==> src/rtl/lssd_pkg.sv <==
package lssd_pkg;

  typedef enum logic [1:0] {
    FRONT_HOLD    = 2'd0,
    FRONT_CAPTURE = 2'd1,
    FRONT_SCAN    = 2'd2
  } front_sel_t;

  function automatic front_sel_t front_select(input logic c, input logic a);
    if (c && !a)      return FRONT_CAPTURE;
    else if (a && !c) return FRONT_SCAN;
    else              return FRONT_HOLD;
  endfunction

endpackage

==> src/rtl/lssd_cell.sv <==
module lssd_cell
  import lssd_pkg::*;
(
  input  logic clk,
  input  logic rst,
  input  logic phase_c,
  input  logic phase_a,
  input  logic phase_b,
  input  logic data_in,
  input  logic chain_in,
  output logic front_q,
  output logic back_q
);

  front_sel_t sel;
  logic       front_next;

  always_comb begin
    sel = front_select(phase_c, phase_a);
    unique case (sel)
      FRONT_CAPTURE: front_next = data_in;
      FRONT_SCAN:    front_next = chain_in;
      default:       front_next = front_q;
    endcase
  end

  always_ff @(posedge clk) begin
    if (rst) begin
      front_q <= 1'b0;
      back_q  <= 1'b0;
    end else begin
      front_q <= front_next;
      if (phase_b) back_q <= front_q;
    end
  end

  AST_FRONT_CAPTURE: assert property (@(posedge clk) disable iff (rst)
    (phase_c && !phase_a) |=> (front_q == $past(data_in)));
  AST_FRONT_IDLE: assert property (@(posedge clk) disable iff (rst)
    (!phase_c && !phase_a) |=> $stable(front_q));
  AST_FRONT_SCAN: assert property (@(posedge clk) disable iff (rst)
    (phase_a && !phase_c) |=> (front_q == $past(chain_in)));
  AST_BACK_COPY: assert property (@(posedge clk) disable iff (rst)
    phase_b |=> (back_q == $past(front_q)));
  AST_BACK_HOLD: assert property (@(posedge clk) disable iff (rst)
    !phase_b |=> $stable(back_q));
  AST_CONFLICT_HOLD: assert property (@(posedge clk) disable iff (rst)
    (phase_c && phase_a) |=> $stable(front_q));

endmodule

==> src/rtl/lssd_overlap_mon.sv <==
module lssd_overlap_mon (
  input  logic clk,
  input  logic rst,
  input  logic phase_c,
  input  logic phase_a,
  input  logic phase_b,
  output logic overlap_err,
  output logic capture_conflict
);

  logic forbidden_pair;
  logic undefined_pair;

  always_comb begin
    forbidden_pair = phase_b && (phase_c || phase_a);
    undefined_pair = phase_c && phase_a;
  end

  always_ff @(posedge clk) begin
    if (rst) begin
      overlap_err      <= 1'b0;
      capture_conflict <= 1'b0;
    end else begin
      if (forbidden_pair) overlap_err      <= 1'b1;
      if (undefined_pair) capture_conflict <= 1'b1;
    end
  end

  AST_OVERLAP_SET: assert property (@(posedge clk) disable iff (rst)
    ((phase_c && phase_b) || (phase_a && phase_b)) |=> overlap_err);
  AST_OVERLAP_QUIET: assert property (@(posedge clk) disable iff (rst)
    (!overlap_err && !phase_b) |=> !overlap_err);
  AST_OVERLAP_STICKY: assert property (@(posedge clk) disable iff (rst)
    overlap_err |=> overlap_err);
  AST_CONFLICT_SET: assert property (@(posedge clk) disable iff (rst)
    (phase_c && phase_a) |=> capture_conflict);
  AST_CONFLICT_STICKY: assert property (@(posedge clk) disable iff (rst)
    capture_conflict |=> capture_conflict);

endmodule

==> src/rtl/lssd_chain.sv <==
module lssd_chain #(
  parameter int CELLS = 8
) (
  input  logic             clk,
  input  logic             rst,
  input  logic             phase_c,
  input  logic             phase_a,
  input  logic             phase_b,
  input  logic [CELLS-1:0] sys_d,
  input  logic             scan_in,
  output logic [CELLS-1:0] front_q,
  output logic [CELLS-1:0] back_q,
  output logic             scan_out,
  output logic             overlap_err,
  output logic             capture_conflict
);

  localparam int LAST = CELLS - 1;

  logic [CELLS-1:0] chain_src;

  generate
    for (genvar i = 0; i < CELLS; i++) begin : g_cell
      if (i == 0) begin : g_head
        assign chain_src[i] = scan_in;
      end else begin : g_link
        assign chain_src[i] = back_q[i-1];
      end

      lssd_cell u_cell (
        .clk      (clk),
        .rst      (rst),
        .phase_c  (phase_c),
        .phase_a  (phase_a),
        .phase_b  (phase_b),
        .data_in  (sys_d[i]),
        .chain_in (chain_src[i]),
        .front_q  (front_q[i]),
        .back_q   (back_q[i])
      );
    end
  endgenerate

  assign scan_out = back_q[LAST];

  lssd_overlap_mon u_mon (
    .clk              (clk),
    .rst              (rst),
    .phase_c          (phase_c),
    .phase_a          (phase_a),
    .phase_b          (phase_b),
    .overlap_err      (overlap_err),
    .capture_conflict (capture_conflict)
  );

  AST_RESET_CLEAR: assert property (@(posedge clk)
    rst |=> (front_q == '0 && back_q == '0 && !overlap_err && !capture_conflict));
  AST_HEAD_SCAN: assert property (@(posedge clk) disable iff (rst)
    (phase_a && !phase_c) |=> (front_q[0] == $past(scan_in)));
  AST_SCAN_OUT_TAIL: assert property (@(posedge clk) disable iff (rst)
    (phase_b && !phase_c) |=> (scan_out == $past(front_q[LAST])));

endmodule

==> config.mk <==
export PLATFORM = sky130hd
export DESIGN_NAME = lssd_chain
export DESIGN_NICKNAME = d
export VERILOG_FILES = /design/src/rtl/lssd_pkg.sv /design/src/rtl/lssd_cell.sv /design/src/rtl/lssd_overlap_mon.sv /design/src/rtl/lssd_chain.sv
export SDC_FILE = /design/constraint.sdc
export NUM_CORES = 1
export LEC_CHECK = 0
export BUFFER_PORTS_ARGS = -buffer_cell sky130_fd_sc_hd__clkbuf_2
export CELL_PAD_IN_SITES_DETAIL_PLACEMENT = 1
export CELL_PAD_IN_SITES_GLOBAL_PLACEMENT = 1
export CORE_MARGIN = 2
export CORE_UTILIZATION = 34
export CTS_CLUSTER_SIZE = 25
export DETAILED_ROUTE_END_ITERATION = 8
export MAX_ROUTING_LAYER = met4
export PLACE_DENSITY = 0.8
export SYNTH_ARGS = -nofsm -noshare
export SYNTH_HDL_FRONTEND = slang
export SYNTH_SLANG_ARGS = --single-unit
==> constraint.sdc <==
create_clock -name clk -period 1.2 [get_ports clk]
set_input_delay 0.18 -clock clk [delete_from_list [all_inputs] [get_ports clk]]
set_output_delay 0.18 -clock clk [all_outputs]
set_load 0.02 [all_outputs]
==> implementation parameters <==
Parameter                              Value

Hold path
  Worst hold path class ... in2reg
  Hold-critical path depth ... 3

Critical path
  Peak per-stage delay on the critical path ... 0.38 ns
  Depth of the critical timing path with buffers and inverters included ... 1
  Worst path cell trace ... clkbuf_2
  Register-to-Register Path Depth ... 2
  Bufs and invs on worst path ... 1
  Arrival time at the worst endpoint ... 0.85 ns
  Worst Path Max Fanout ... 3
  Critical Path Sink Type ... output port
  Worst Setup Path Type ... reg2out
  Cell family with the largest share of critical-path delay ... flip-flops
  Standard cell with the maximum stage delay on the critical path ... dfxtp_1
  Critical path startpoint category ... flop
  CP required ... 1.02 ns

Global route
  Largest net degree at the start of global routing ... 19
  GR met1 Demand/Resource ... 15.07%
  Number of global-route vias before repair ... 584
  Met2 layer usage reported by global route ... 18.85%
  Total track usage ... 11.55%
  Met3 demand-to-capacity share in global routing ... 1.639%
  Antenna violations before repair ... 0
  Wire length of the first global-routing pass ... 2497 um
  Global-route congestion overflow total ... 0
  Most used routing layer in global routing ... met2

Power and ir drop
  Pleak ... 0.4768 nW
  Switching Power ... 368.8 uW
  Switching Share ... 28.20%
  Max VDD drop ... 557.0 uV
  Combinational group share of total power ... 20.4%
  Relative contribution of the clock network to total power ... 27.9%
  Power density normalized to cell area ... 1359 nW/um^2
  Sequential cell fraction of total power ... 51.7%
  Internal power summed over all cells ... 939.1 uW

Finish
  Final nets ... 123
  Inserted Diodes ... 0
  Area growth from synthesis to layout ... 9.857%
  Number of standard cells in the final layout excluding fillers ... 135
  Share of final-layout standard cells stronger than drive strength 1 ... 35.24%
  Number of filler cells placed in the layout ... 299

Timing
  Achievable frequency ... 974.3 MHz
  Fin. max-slew vios ... 0
  Normalized max-slew margin ... 68.28%
  Number of setup violations in the final report ... 0
  Fin crit share ... 85.53%
  Final hold violations ... 0
  Setup repair after global routing missed its margin ... no
  Clk_skew ... 0.001218 ns
  Total Negative Setup Slacks ... 0 ns
  Slew at the pin closest to its max-slew limit ... 0.4758 ns
  Min Clock Period, post-route ... 1.026 ns

Clocking
  CTS tree ... yes
  CTS Buffer Depth ... 2
  Post-CTS setup buffers ... 0
  Level count of the clock H-tree ... 1
  Inserted Clock Buffers ... 3
  Worst skew pair latency ... 0.28 ns
  Hold buffer count at CTS ... 0
  Clock slew seen by the registers of the worst setup and hold paths ... 0.10 ns
  Number of sinks handled by clock tree synthesis ... 18
  Number of cells upsized or downsized after cts ... 0
  Root Buffer Master ... clkbuf_4

Die
  Starting density of the core ... 35.68%
  Floorplan row count ... 18
  Die Area ... 2998 um^2
  Area of the core region ... 2455 um^2
  Die Ht ... 54.76 um
  Overall die width ... 54.76 um
  I/O pin cnt ... 33

Drt
  Number of iterations in the first detailed-routing pass ... 2
  Total DRC errors in the routed layout ... 0
  Detailed-route vias per instance ... 4.467
  Total number of vias ... 603
  Violation count after the first detailed-route iteration ... 1
  Number of routed nets with antenna violations ... 0
  Sum of routed wire length over all layers ... 1608 um
  Routed len/inst ... 11.91 um

Run
  Maximum capacitance violations ... 0

Synthesis
  Post-synth top area share ... 41.14%
  Post-Synthesis Cell Area ... 875.8 um^2
  Distinct cell type count of the synthesized netlist ... 11
  Adder-cell area share of the yosys netlist ... 4.286%
  Largest cells by area after synthesis ... dfxtp_1 41%, mux2i_1 18%, buf_4 15%
  Multiplexer share of the synthesized area ... 18.29%
  Compound-Gate Fraction of Synth Area ... 7.429%
  Post-Synthesis Mean Instance Area ... 9.732 um^2
  Synthesized netlist net count ... 107
  Share of synthesized area occupied by flip-flops and latches ... 41.14%
  Seq cells post-synth ... 18
  Simple-gate share of the synthesized area ... 8.429%
  Count of synthesis-stage warnings from yosys ... 0
  Combinational family with the most area after synthesis ... buffers and inverters
  Synth area leader ... dfxtp_1
  Share of the synthesized netlist area taken by xor and xnor gates ... 0%
  Synthesized instance count ... 90

Place
  Final GP Congestion ... 0.6791
  Count of buffers from port buffering ... 32
  Half-perimeter wire length after detailed placement ... 1229 um
  Dpl cells ... 131

Status
  Outcome ... finished clean
## synth_stat cells
cell and count:
ha_1 3, a211oi_1 8, buf_6 2, nor2_1 18, inv_1 3, buf_4 18
dfxtp_1 18, a21oi_1 1, nand2b_1 1, buf_2 2, mux2i_1 16
## sequential cells by signal (all words and copies together) (netlist names)
signal,count
g_cell.u_cell.back_q,8
u_mon.capture_conflict,1
g_cell.u_cell.front_q,8
u_mon.overlap_err,1
## cells by family (layout without fill, tap and decap cells)
kind of cell               Yosys count  count (layout)
AOI/OAI and AO/OA                    9               9
adders and majority gates            3               3
buffers and inverters               25              40
DFF                                 18              18
muxes                               16              16
and+or+nand+nor                     19              19
## power groups by stage
stage,clock network [mW],logic [mW],registers [mW]
finish,0.364,0.267,0.676
global route,0.408,0.293,0.684
CTS,0.384,0.273,0.677
detailed placement,0,0.272,0.691
global placement,0,0.264,0.689
floorplan,0,0.234,0.690
## cell usage in the layout (no fill, tap or decap)
master,n
inv_1,3
dfxtp_1,18
clkbuf_4,3
nor2_1,18
clkbuf_2,32
a211oi_1,8
buf_12,1
nand2b_1,1
a21oi_1,1
ha_1,3
clkbuf_8,1
mux2i_1,16
## per-stage QoR
step	hold WS, ns	setup slack, ns	power (mW)	cell area (um^2)	util, %
after floorplan	0.4137	0.1845	0.9248	875.8	-
after global placement	0.4385	-0.07397	0.9537	925.9	37.72
after detailed placement	0.4451	-0.1226	0.9630	925.9	37.72
after CTS	0.2098	0.1635	1.334	962.2	39.19
after global routing	0.2159	0.06534	1.386	962.2	39.19
final	0.2106	0.1736	1.308	962.2	39.19
## layout make-up
cell class / instances / area [um^2] / area share (%)
sequential: 18 / 360.3 / 37.45
tap: 30 / 37.54 / 3.901
multi-input combinational: 47 / 336.6 / 34.98
clock buffer: 4 / 36.28 / 3.771
timing repair buffer: 33 / 180.2 / 18.73
inverter: 3 / 11.26 / 1.170
## worst paths after layout
| path | from | to | slack [ns] |
|---|---|---|---|
| setup / recovery | g_cell[5].u_cell.back_q$_SDFFE_PP0P_ | back_q[5] | 0.17 |
| hold / removal | sys_d[3] | g_cell[3].u_cell.front_q$_SDFFE_PP0P_ | 0.21 |
| setup reg to reg | g_cell[1].u_cell.back_q$_SDFFE_PP0P_ | g_cell[2].u_cell.front_q$_SDFFE_PP0P_ | 0.42 |
| hold reg to reg | u_mon.overlap_err$_SDFFE_PP0P_ | u_mon.overlap_err$_SDFFE_PP0P_ | 0.46 |
## metal layers
metal | up-vias | wire (um)
met3 | 2 | 125
li1 | 316 | -
met2 | 18 | 791
met4 | 0 | 10
met1 | 267 | 681
met5 | - | 0
## worst min-delay path: cells and delay by family
family,cells,cell delay (ns)
AO/OA/AOI/OAI,1,0.08
buffers and inverters,1,0.08
multiplexers,1,0.11
Power figures use the tool's default switching activity.
